## src/rtl/spi_flash_pkg.sv

```systemverilog
package spi_flash_pkg;

  localparam int BYTE_W = 8;
  localparam int WEL_BIT = 1;

  typedef enum logic [1:0] {
    PH_CMD  = 2'd0,
    PH_ADDR = 2'd1,
    PH_DATA = 2'd2
  } phase_t;

  localparam logic [BYTE_W-1:0] OP_STORE  = 8'h02;
  localparam logic [BYTE_W-1:0] OP_FETCH  = 8'h03;
  localparam logic [BYTE_W-1:0] OP_WE_CLR = 8'h04;
  localparam logic [BYTE_W-1:0] OP_STAT   = 8'h05;
  localparam logic [BYTE_W-1:0] OP_WE_SET = 8'h06;

endpackage

```

## src/rtl/sfl_sync.sv

```systemverilog
module sfl_sync #(
  parameter int W = 3,
  parameter int STAGES = 2,
  parameter logic [W-1:0] RST_VAL = '0
) (
  input  logic         clk,
  input  logic         rst,
  input  logic [W-1:0] d,
  output logic [W-1:0] q
);

  logic [W-1:0] stg [STAGES];

  genvar s;
  generate
    for (s = 0; s < STAGES; s++) begin : g_stage
      if (s == 0) begin : g_first
        always_ff @(posedge clk) begin
          if (rst) stg[s] <= RST_VAL;
          else     stg[s] <= d;
        end
      end else begin : g_next
        always_ff @(posedge clk) begin
          if (rst) stg[s] <= RST_VAL;
          else     stg[s] <= stg[s-1];
        end
      end
    end
  endgenerate

  assign q = stg[STAGES-1];

endmodule

```

## src/rtl/sfl_bit_engine.sv

```systemverilog
module sfl_bit_engine
  import spi_flash_pkg::*;
(
  input  logic              clk,
  input  logic              rst,
  input  logic              sclk_s,
  input  logic              cs_n_s,
  input  logic              mosi_s,
  input  logic              load,
  input  logic [BYTE_W-1:0] load_byte,
  output logic              byte_done,
  output logic [BYTE_W-1:0] rx_byte,
  output logic              frame_start,
  output logic              frame_end,
  output logic              miso
);

  localparam int CNT_W = $clog2(BYTE_W);
  localparam logic [CNT_W-1:0] LAST_BIT = CNT_W'(BYTE_W - 1);

  logic              sclk_d;
  logic              cs_n_d;
  logic [CNT_W-1:0]  bit_cnt;
  logic [BYTE_W-2:0] rx_sh;
  logic [BYTE_W-1:0] tx_sh;
  logic              rise;
  logic              fall;

  assign rise = sclk_s & ~sclk_d;
  assign fall = ~sclk_s & sclk_d;

  always_ff @(posedge clk) begin
    if (rst) begin
      sclk_d      <= 1'b0;
      cs_n_d      <= 1'b1;
      bit_cnt     <= '0;
      rx_sh       <= '0;
      tx_sh       <= '0;
      byte_done   <= 1'b0;
      rx_byte     <= '0;
      frame_start <= 1'b0;
      frame_end   <= 1'b0;
    end else begin
      sclk_d      <= sclk_s;
      cs_n_d      <= cs_n_s;
      byte_done   <= 1'b0;
      frame_start <= cs_n_d & ~cs_n_s;
      frame_end   <= ~cs_n_d & cs_n_s;
      if (cs_n_s) begin
        bit_cnt <= '0;
        tx_sh   <= '0;
      end else begin
        if (cs_n_d) begin
          bit_cnt <= '0;
        end else if (rise) begin
          rx_sh   <= {rx_sh[BYTE_W-3:0], mosi_s};
          bit_cnt <= (bit_cnt == LAST_BIT) ? '0 : bit_cnt + 1'b1;
          if (bit_cnt == LAST_BIT) begin
            byte_done <= 1'b1;
            rx_byte   <= {rx_sh, mosi_s};
          end
        end else if (fall && (bit_cnt != '0)) begin
          tx_sh <= {tx_sh[BYTE_W-2:0], 1'b0};
        end
        if (load) tx_sh <= load_byte;
      end
    end
  end

  assign miso = tx_sh[BYTE_W-1];

endmodule

```

## src/rtl/sfl_ram.sv

```systemverilog
module sfl_ram #(
  parameter int DEPTH = 512,
  parameter int DW = 8,
  localparam int AW = $clog2(DEPTH)
) (
  input  logic          clk,
  input  logic          we,
  input  logic [AW-1:0] addr,
  input  logic [DW-1:0] wdata,
  output logic [DW-1:0] rdata
);

  logic [DW-1:0] mem [DEPTH];

  always_ff @(posedge clk) begin
    if (we) mem[addr] <= wdata;
    rdata <= mem[addr];
  end

endmodule

```

## src/rtl/sfl_cmd_ctrl.sv

```systemverilog
module sfl_cmd_ctrl
  import spi_flash_pkg::*;
#(
  parameter int PTR_W = 24,
  parameter int AW = 9
) (
  input  logic              clk,
  input  logic              rst,
  input  logic              byte_done,
  input  logic [BYTE_W-1:0] rx_byte,
  input  logic              frame_start,
  input  logic              frame_end,
  input  logic              hold,
  input  logic [BYTE_W-1:0] ram_rdata,
  output logic [AW-1:0]     ram_addr,
  output logic              ram_we,
  output logic [BYTE_W-1:0] ram_wdata,
  output logic              load,
  output logic [BYTE_W-1:0] load_byte,
  output phase_t            phase,
  output logic [BYTE_W-1:0] cmd,
  output logic [PTR_W-1:0]  ptr,
  output logic              wel
);

  localparam int PTR_BYTES = PTR_W / BYTE_W;
  localparam int LEFT_W = $clog2(PTR_BYTES + 1);

  logic [LEFT_W-1:0] addr_left;
  logic [PTR_W-1:0]  ptr_shift;
  logic [PTR_W-1:0]  ptr_inc;
  logic [BYTE_W-1:0] status;
  logic              data_byte;
  logic              addr_byte;

  assign ptr_shift = {ptr[PTR_W-BYTE_W-1:0], rx_byte};
  assign ptr_inc   = ptr + 1'b1;
  assign data_byte = byte_done && (phase == PH_DATA);
  assign addr_byte = byte_done && (phase == PH_ADDR);

  always_comb begin
    if (addr_byte)                          ram_addr = ptr_shift[AW-1:0];
    else if (data_byte && cmd == OP_FETCH)  ram_addr = ptr_inc[AW-1:0];
    else                                    ram_addr = ptr[AW-1:0];
  end

  assign ram_we    = data_byte && (cmd == OP_STORE) && wel;
  assign ram_wdata = rx_byte;

  always_comb begin
    status = '0;
    status[WEL_BIT] = wel;
  end

  always_comb begin
    if (phase == PH_DATA && cmd == OP_FETCH)     load_byte = ram_rdata;
    else if (phase == PH_DATA && cmd == OP_STAT) load_byte = status;
    else                                         load_byte = '0;
  end

  always_ff @(posedge clk) begin
    if (rst) begin
      phase     <= PH_CMD;
      cmd       <= '0;
      ptr       <= '0;
      addr_left <= '0;
      wel       <= 1'b0;
      load      <= 1'b0;
    end else begin
      load <= byte_done | frame_start;
      if (frame_end) begin
        if (!hold) begin
          phase <= PH_CMD;
          cmd   <= '0;
        end
      end else if (byte_done) begin
        case (phase)
          PH_CMD: begin
            cmd       <= rx_byte;
            ptr       <= '0;
            addr_left <= LEFT_W'(PTR_BYTES);
            phase     <= PH_ADDR;
          end
          PH_ADDR: begin
            ptr       <= ptr_shift;
            addr_left <= addr_left - 1'b1;
            if (addr_left == LEFT_W'(1)) phase <= PH_DATA;
          end
          PH_DATA: begin
            case (cmd)
              OP_STORE, OP_FETCH: ptr <= ptr_inc;
              OP_WE_SET:          wel <= 1'b1;
              OP_WE_CLR:          wel <= 1'b0;
              default:            ;
            endcase
          end
          default: phase <= PH_CMD;
        endcase
      end
    end
  end

endmodule

```

## src/rtl/spi_flash_slave.sv

```systemverilog
module spi_flash_slave
  import spi_flash_pkg::*;
#(
  parameter int MEM_BYTES = 512,
  parameter int PTR_W = 24,
  parameter int SYNC_STAGES = 2
) (
  input  logic clk,
  input  logic rst,
  input  logic spi_sclk,
  input  logic spi_cs_n,
  input  logic spi_mosi,
  input  logic keep_cmd,
  output logic spi_miso
);

  localparam int AW = $clog2(MEM_BYTES);

  logic [2:0]        pins_s;
  logic              byte_done;
  logic [BYTE_W-1:0] rx_byte;
  logic              frame_start;
  logic              frame_end;
  logic              load;
  logic [BYTE_W-1:0] load_byte;
  logic [AW-1:0]     ram_addr;
  logic              ram_we;
  logic [BYTE_W-1:0] ram_wdata;
  logic [BYTE_W-1:0] ram_rdata;
  phase_t            phase;
  logic [BYTE_W-1:0] cmd;
  logic [PTR_W-1:0]  ptr;
  logic              wel;

  sfl_sync #(.W(3), .STAGES(SYNC_STAGES), .RST_VAL(3'b010)) sync_i (
    .clk (clk),
    .rst (rst),
    .d   ({spi_sclk, spi_cs_n, spi_mosi}),
    .q   (pins_s)
  );

  sfl_bit_engine bits_i (
    .clk         (clk),
    .rst         (rst),
    .sclk_s      (pins_s[2]),
    .cs_n_s      (pins_s[1]),
    .mosi_s      (pins_s[0]),
    .load        (load),
    .load_byte   (load_byte),
    .byte_done   (byte_done),
    .rx_byte     (rx_byte),
    .frame_start (frame_start),
    .frame_end   (frame_end),
    .miso        (spi_miso)
  );

  sfl_cmd_ctrl #(.PTR_W(PTR_W), .AW(AW)) ctrl_i (
    .clk         (clk),
    .rst         (rst),
    .byte_done   (byte_done),
    .rx_byte     (rx_byte),
    .frame_start (frame_start),
    .frame_end   (frame_end),
    .hold        (keep_cmd),
    .ram_rdata   (ram_rdata),
    .ram_addr    (ram_addr),
    .ram_we      (ram_we),
    .ram_wdata   (ram_wdata),
    .load        (load),
    .load_byte   (load_byte),
    .phase       (phase),
    .cmd         (cmd),
    .ptr         (ptr),
    .wel         (wel)
  );

  sfl_ram #(.DEPTH(MEM_BYTES), .DW(BYTE_W)) ram_i (
    .clk   (clk),
    .we    (ram_we),
    .addr  (ram_addr),
    .wdata (ram_wdata),
    .rdata (ram_rdata)
  );

endmodule

```

## config.mk

```make
export PLATFORM = sky130hd
export DESIGN_NAME = spi_flash_slave
export DESIGN_NICKNAME = d
export VERILOG_FILES = /design/src/rtl/spi_flash_pkg.sv /design/src/rtl/sfl_sync.sv /design/src/rtl/sfl_bit_engine.sv /design/src/rtl/sfl_ram.sv /design/src/rtl/sfl_cmd_ctrl.sv /design/src/rtl/spi_flash_slave.sv
export SDC_FILE = /design/constraint.sdc
export NUM_CORES = 2
export LEC_CHECK = 0
export ABC_AREA = 0
export BUFFER_PORTS_ARGS = -buffer_cell sky130_fd_sc_hd__buf_4
export CAP_MARGIN = 10
export CORE_UTILIZATION = 50
export CTS_CLUSTER_DIAMETER = 100
export DETAILED_ROUTE_END_ITERATION = 7
export HOLD_SLACK_MARGIN = 0.08
export MAX_ROUTING_LAYER = met4
export PLACE_DENSITY_LB_ADDON = 0.2
export SYNTH_ARGS = -nofsm -noshare
export SYNTH_HDL_FRONTEND = slang
export SYNTH_MEMORY_MAX_BITS = 65536
export SYNTH_SLANG_ARGS = --single-unit
```

## constraint.sdc

```tcl
create_clock -name clk -period 25 [get_ports clk]
set_clock_uncertainty 0.1 [all_clocks]
set_input_delay 1.25 -clock clk [delete_from_list [all_inputs] [get_ports clk]]
set_output_delay 1.25 -clock clk [all_outputs]
set_load 0.05 [all_outputs]
```

# After elaboration in Yosys (flattened, before gate mapping)
# Memories as Yosys holds them, arrays and structs flattened. A register that Yosys moved wholly into a read port is not among the register bits.
# Index checks and enable logic that the tools add are counted.
# Widths: inputs -> output; s select.
dict set report op_classes {
  add_sub_neg 3
  eq_ne 15
  mux 30
  bitwise 13
  n_reduce_logical 28
}
# op count
set ops {}
lappend ops {{$mux 8} 9}
lappend ops {{$pmux 24 s3} 1}
lappend ops {{$add 24x1->24 const B} 1}
lappend ops {{$eq 8x3->1 const B} 3}
lappend ops {{$mux 24} 1}
lappend ops {{$mux 9} 2}
lappend ops {{$eq 8x2->1 const B} 2}
lappend ops {{$reduce_and 4->1} 4}
lappend ops {{$reduce_and 3->1} 4}
lappend ops {{$mux 2} 5}
lappend ops {{$reduce_bool 2->1} 5}
lappend ops {{$mux 3} 3}
lappend ops {{$logic_and 1x1->1} 8}
lappend ops {{$mux 1} 6}
lappend ops {{$ne 2x2->1 const B} 3}
lappend ops {{$not 1->1} 6}
lappend ops {{$pmux 2 s3} 1}
lappend ops {{$reduce_bool 3->1} 2}
lappend ops {{$and 1x1->1} 4}
lappend ops {{$eq 2x1->1 const B} 2}
lappend ops {{$ne 2x1->1 const B} 2}
lappend ops {{$pmux 2 s2} 1}
lappend ops {{$reduce_or 2->1} 2}
lappend ops {{$reduce_or 4->1} 1}
lappend ops {{other kinds (9)} 11}
dict set report totals {
  reg_bits 69
  ramBits 4102
  input_bits 6
  output_inout_bits 1
  n_memories 2
}
# memory depth width read_ports rd_ports_with_merged_regs write_ports line_no
set memory_table {}
lappend memory_table {ram_i.mem 512 8 1 1 1 sfl_ram.sv:13} ;# logic [DW-1:0] mem [DEPTH];
lappend memory_table {sync_i.stg 2 3 2 0 2 sfl_sync.sv:12} ;# logic [W-1:0] stg [STAGES];

# Depth between registers and ports, before layout
# An unclocked memory read counts as a cell.
dict set report depth {
  word_depth 8
  mapped_depth 19
}

# By module
# Synthesis repeated with hierarchy kept, for this count alone.
dict set report unflattened {
  cells_unflattened 8070
  hier_area_um2 162389.5
}
# mod instances cells_per_inst area_each_um2
set modules_own_cells {}
lappend modules_own_cells {sfl_ram 1 7575 158359.4}
lappend modules_own_cells {sfl_cmd_ctrl 1 337 2567.5}
lappend modules_own_cells {sfl_bit_engine 1 146 1305.0}
lappend modules_own_cells {sfl_sync 1 12 157.7}

# Least setup slack after synthesis
# Ideal clock, no wire load.
dict set report synth_path {
  path_kind {register to register}
  start {register bits_i.rx_byte[1]}
  end {memory ram_i.mem[138][0] (enable)}
  setup_time_ns 0.370
  t_arrival_ns 9.620
  path_slack_ns 14.910
  path_stages_with_launch 14
  period_less_slack_ns 10.090
  path_cell_list {dfxtp_1 > nand3_1 > o311a_1 > and3_1 > buf_2 > clkbuf_1 > clkbuf_1 > clkbuf_1 > buf_2 > buf_1 > nor3_1 > nand2_1 > clkbuf_1 > nor2_1}
}
dict set report synth_via {
  elab_chain_cells 1
}
# element line_no
set synth_rtl {}
lappend synth_rtl {{start: declaration} sfl_bit_engine.sv:12} ;# output logic [BYTE_W-1:0] rx_byte,
lappend synth_rtl {{start signal: assignment} sfl_bit_engine.sv:60} ;# rx_byte <= {rx_sh, mosi_s};
lappend synth_rtl {{$mux 9} sfl_cmd_ctrl.sv:42} ;# if (addr_byte) ram_addr = ptr_shift[AW-1:0];
lappend synth_rtl {{end: declaration} sfl_ram.sv:13}
# Every way passes these cells.

# Final worst setup path
dict set report layout_path {
  start {register ctrl_i.phase[1]}
  end {register ram_i.rdata[0] (read register of ram_i.mem)}
}
dict set report layout_via {
  elab_chain_cells 5
}
# element line_no
set layout_rtl {}
lappend layout_rtl {{start: declaration} sfl_cmd_ctrl.sv:20} ;# output phase_t phase,
lappend layout_rtl {{start signal: assignment} sfl_cmd_ctrl.sv:63} ;# phase <= PH_CMD;
lappend layout_rtl {{start signal: assignment} sfl_cmd_ctrl.sv:73} ;# phase <= PH_CMD;
lappend layout_rtl {{start signal: assignment} sfl_cmd_ctrl.sv:82} ;# phase <= PH_ADDR;
lappend layout_rtl {{$eq 2x2->1} sfl_cmd_ctrl.sv:38} ;# assign data_byte = byte_done && (phase == PH_DATA);
lappend layout_rtl {{$logic_and 1x1->1} sfl_cmd_ctrl.sv:38}
lappend layout_rtl {{$logic_and 1x1->1} sfl_cmd_ctrl.sv:43} ;# else if (data_byte && cmd == OP_FETCH) ram_addr = ptr_inc[AW-1:0];
lappend layout_rtl {{$mux 9} sfl_cmd_ctrl.sv:43}
lappend layout_rtl {{$mux 9 *} sfl_cmd_ctrl.sv:42}
lappend layout_rtl {{end: declaration} sfl_ram.sv:10} ;# output logic [DW-1:0] rdata
# Mark *: on every way between the ends. The rest lies on a longest branch, timed or not.
# A chain may end at the register's enable or synchronous reset.

==> summary.txt <==
CTS
  • H-tree depth: 5
  • CTS tree: done
  • Clock Tree Root: clkbuf_16
  • TritonCTS Buffers: 424
  • Post-CTS Setup Inserts: 0
  • CTS Buffer Depth: 4
  • Cts hold-fix bufs: 0
  • Number of clock sinks: between 4000 and 5000
  • PostCTS Resize Cnt: 0
  • Clk Latency, worst-skew pair: 0.97 ns
  • CTS clock-pin slew for the worst setup and hold paths: 0.06 ns

Floorplanning
  • Row count: 210
  • Die height: ~580 um
  • Initial Utilization: between 50% and 60%
  • Core area: 327000 um2
  • Die W: 575 um
  • Die ar.: 331000 um2
  • I/O Pins: 7

Critical path
  • Worst path cell trace: inv_1 > ha_1 > and2_1 > a211o_1 > and3_4 > buf_4 > buf_4 > buf_4 > buf_4 > nand3_1 > nand3_1 > a41oi_1 > or4_1 > nor4_1 > nand4_1
  • CP max-delay cell: nor4_1
  • Worst EP required: 25.70 ns
  • Crit-path leading delay family: simple AND/OR/NAND/NOR gates
  • Slowest stage delay, CP: 0.88 ns
  • Worst Path Arrival: between 8 and 9 ns
  • R2R depth: 15
  • Most used cell, CP: buf_4
  • Startpoint Class: flop
  • Crit path kind: reg -> reg
  • Crit-path max FO: 75
  • Crit. End Element: flop
  • Crit path depth: 15
  • Critical path buffers and inverters: 5
  • Register-to-register setup slack: about 17 ns

Yosys
  • Syn Inst Count: 11400
  • Synth Area in XOR/XNOR: less than 1%
  • Top-area cell type share of the netlist area: 74.9%
  • Syn_area_per_cell: 14.5 um2
  • Synth Area in Compound Gates: around 5.3%
  • Part of the Yosys area used for sequential elements: about three quarters
  • Yosys Warn Count: 0
  • Area leader, netlist: edfxtp_1
  • Simple-gate portion of the synthesized area: between 10% and 20%
  • Yosys reg bits: roughly 4200
  • Synth unique cells: 79
  • EDFF count, synth: around 4100
  • Synth Area in Adders: less than 1%
  • Post-synthesis mux area share: 6.41%
  • Main combinational cell family by area after synthesis: simple AND/OR/NAND/NOR gates
  • Area contributors post-synth: edfxtp_1 75%, mux2i_1 6.4%, nand2_1 5.0%, nand3_1 2.8%, a21oi_1 1.5%
  • Syn nets: 11400
  • Top FF cell, synth: edfxtp_1
  • Ys async rst share: 0%
  • Post-Syn Area: 164000 um2

Timing
  • Worst Slack Setup Final: 16.71 ns
  • Slew @ Worst Pin: 1.38 ns
  • Period utilisation layout: 33.2%
  • Post-route setup TNS: 0 ns
  • Final Hold Vio Count: 0
  • Slew HR: 7.31%
  • Setup-failing EPs final: 0
  • Slew Limit Fails: 0
  • Fmax: 0.121 GHz
  • RSZ-0062 raised after global routing: false
  • Tmin final: roughly 8.3 ns

Power
  • Pleak: 0.0638 uW
  • Total power: 13800 uW
  • VDD IR max: 0.0658 mV
  • Pwr Density: 75.4 nW/um2

GRT
  • Largest net degree at the start of global routing: 197
  • Overflow after GRT: 0
  • First-pass GRT wire length: approximately 660 mm
  • Tot GR Track Use: between 20% and 30%
  • Initial antenna violation count: 22
  • Vias in the first global route: 93200

Cells and area
  • Most common cell after layout, fill and taps aside: edfxtp_1
  • Post-route cell area: 183000 um2
  • Fillers: 25500
  • Fin util: 55.8%
  • Total Nets Final: 11300
  • Most frequent cells in the layout: 4096 x edfxtp_1, 2188 x nand2_1, 1048 x mux2i_1, 932 x nand3_1, 587 x nor2_1
  • Area growth, synth to finish: 11.1%
  • Layout cells sized above 1: 7.94%

Detailed routing
  • Via Count: approximately 99000
  • Wire length per cell: 28.8 um
  • Vias per cell: ~6.2
  • DRT Pass-1 Iters: 6
  • Starting DRT DRC Count: 13400
  • Antenna-violating nets left: 0
  • Final WL: 460 mm
  • DRC: 0

Min path
  • Hold crit path type: reg -> reg
  • Hold depth: 1

Place
  • IO Port Bufs: 6
  • Final HPWL DP: between 200 and 300 mm
  • Placer congestion estimate: around 0.88
  • DP Worst Slack: between 15 and 20 ns
  • Placed instance area: between 150000 and 200000 um2

Status
  • Outcome: finished clean

Flow run
  • Max-Cap Viols: 0
==> worst reg2reg max path, stage by stage, from the launching register on <==
cell     delay [ns]
dfxtp_1        0.33
inv_1          0.11
ha_1           0.65
and2_1         0.38
a211o_1        0.21
and3_4         0.83
buf_4          0.82
buf_4          0.82
buf_4          0.70
buf_4          0.79
nand3_1        0.21
nand3_1        0.19
a41oi_1        0.24
or4_1          0.71
nor4_1         0.88
nand4_1        0.18
==> per-layer routing <==
metal	GRT usage, %	wire length [um]
met1	39.9	191000
met5	-	0
met4	9.69	17200
met3	4.49	44400
met2	41.3	208000
==> flip-flops by register name (all words and copies together), names as in the netlist, 2 cells and up <==
| register | flops |
|---|---|
| ram_i.rdata | 8 |
| ram_i.mem | 4096 |
| ctrl_i.ptr | 9 |
| ctrl_i.phase | 2 |
| sync_i.stg | 6 |
| bits_i.tx_sh | 8 |
| ctrl_i.cmd | 8 |
| bits_i.rx_byte | 8 |
| bits_i.rx_sh | 7 |
| bits_i.bit_cnt | 3 |
| ctrl_i.addr_left | 2 |
==> kinds of logic (layout without fill, tap and decap cells) <==
family | count (synthesis) | count (layout)
muxes | 1051 | 1051
xor gates and xnor gates | 8 | 8
and+or+nand+nor | 4053 | 4053
adders and majority gates | 10 | 10
other | 0 | 27
AOI/OAI and AO/OA | 1323 | 1323
buffers and inverters | 753 | 1025
DFF | 4164 | 4164
==> report_power, final <==
group,leakage [uW],internal [uW],switching [uW],total [uW]
clock network,0.00666,3540,2680,6220
logic,0.0186,1.24,2.55,3.80
registers,0.0385,7540,0.827,7550
==> Yosys cell counts, drive strengths merged, types with 28 or more instances <==
| cell type | n |
|---|---|
| a21oi | 492 |
| o21ai | 52 |
| nand3 | 933 |
| nand4 | 30 |
| a41oi | 39 |
| o22ai | 270 |
| nor2 | 591 |
| o221ai | 135 |
| a31oi | 45 |
| nor3 | 76 |
| clkbuf | 388 |
| o31ai | 28 |
| dfxtp | 68 |
| a32oi | 37 |
| nor4 | 80 |
| or4 | 29 |
| buf | 351 |
| edfxtp | 4096 |
| mux2i | 1049 |
| o22a | 94 |
| nand2 | 2210 |
==> through the flow <==
| stage | cells | hold slack, ns |
|---|---|---|
| finish | 16000 | 0.312 |
| global route | 16000 | 0.318 |
| CTS | 16000 | 0.309 |
| detailed placement | 15200 | 0.310 |
| global placement | 15200 | 0.306 |
| floorplan | 11400 | 0.289 |
==> worst paths after layout <==
check,start,to
worst max-delay path,ctrl_i.phase[1],ram_i.rdata[0]
worst min-delay path,sync_i.stg[0][1],sync_i.stg[1][1]
worst max register to register,ctrl_i.phase[1],ram_i.rdata[0]
worst min register to register,sync_i.stg[0][1],sync_i.stg[1][1]
==> layout make-up <==
class	count	area [um2]	area share (%)
sequential	4164	124000	68.1
multi-input combinational	6445	37200	20.3
clock buffer	522	11200	6.14
tap	4346	5440	2.98
clock inverter	263	2400	1.31
timing repair buffer	226	1900	1.04
antenna	27	67.6	0.0370
inverter	14	52.6	0.0288
Note: power is estimated with default switching activity, not from simulation.
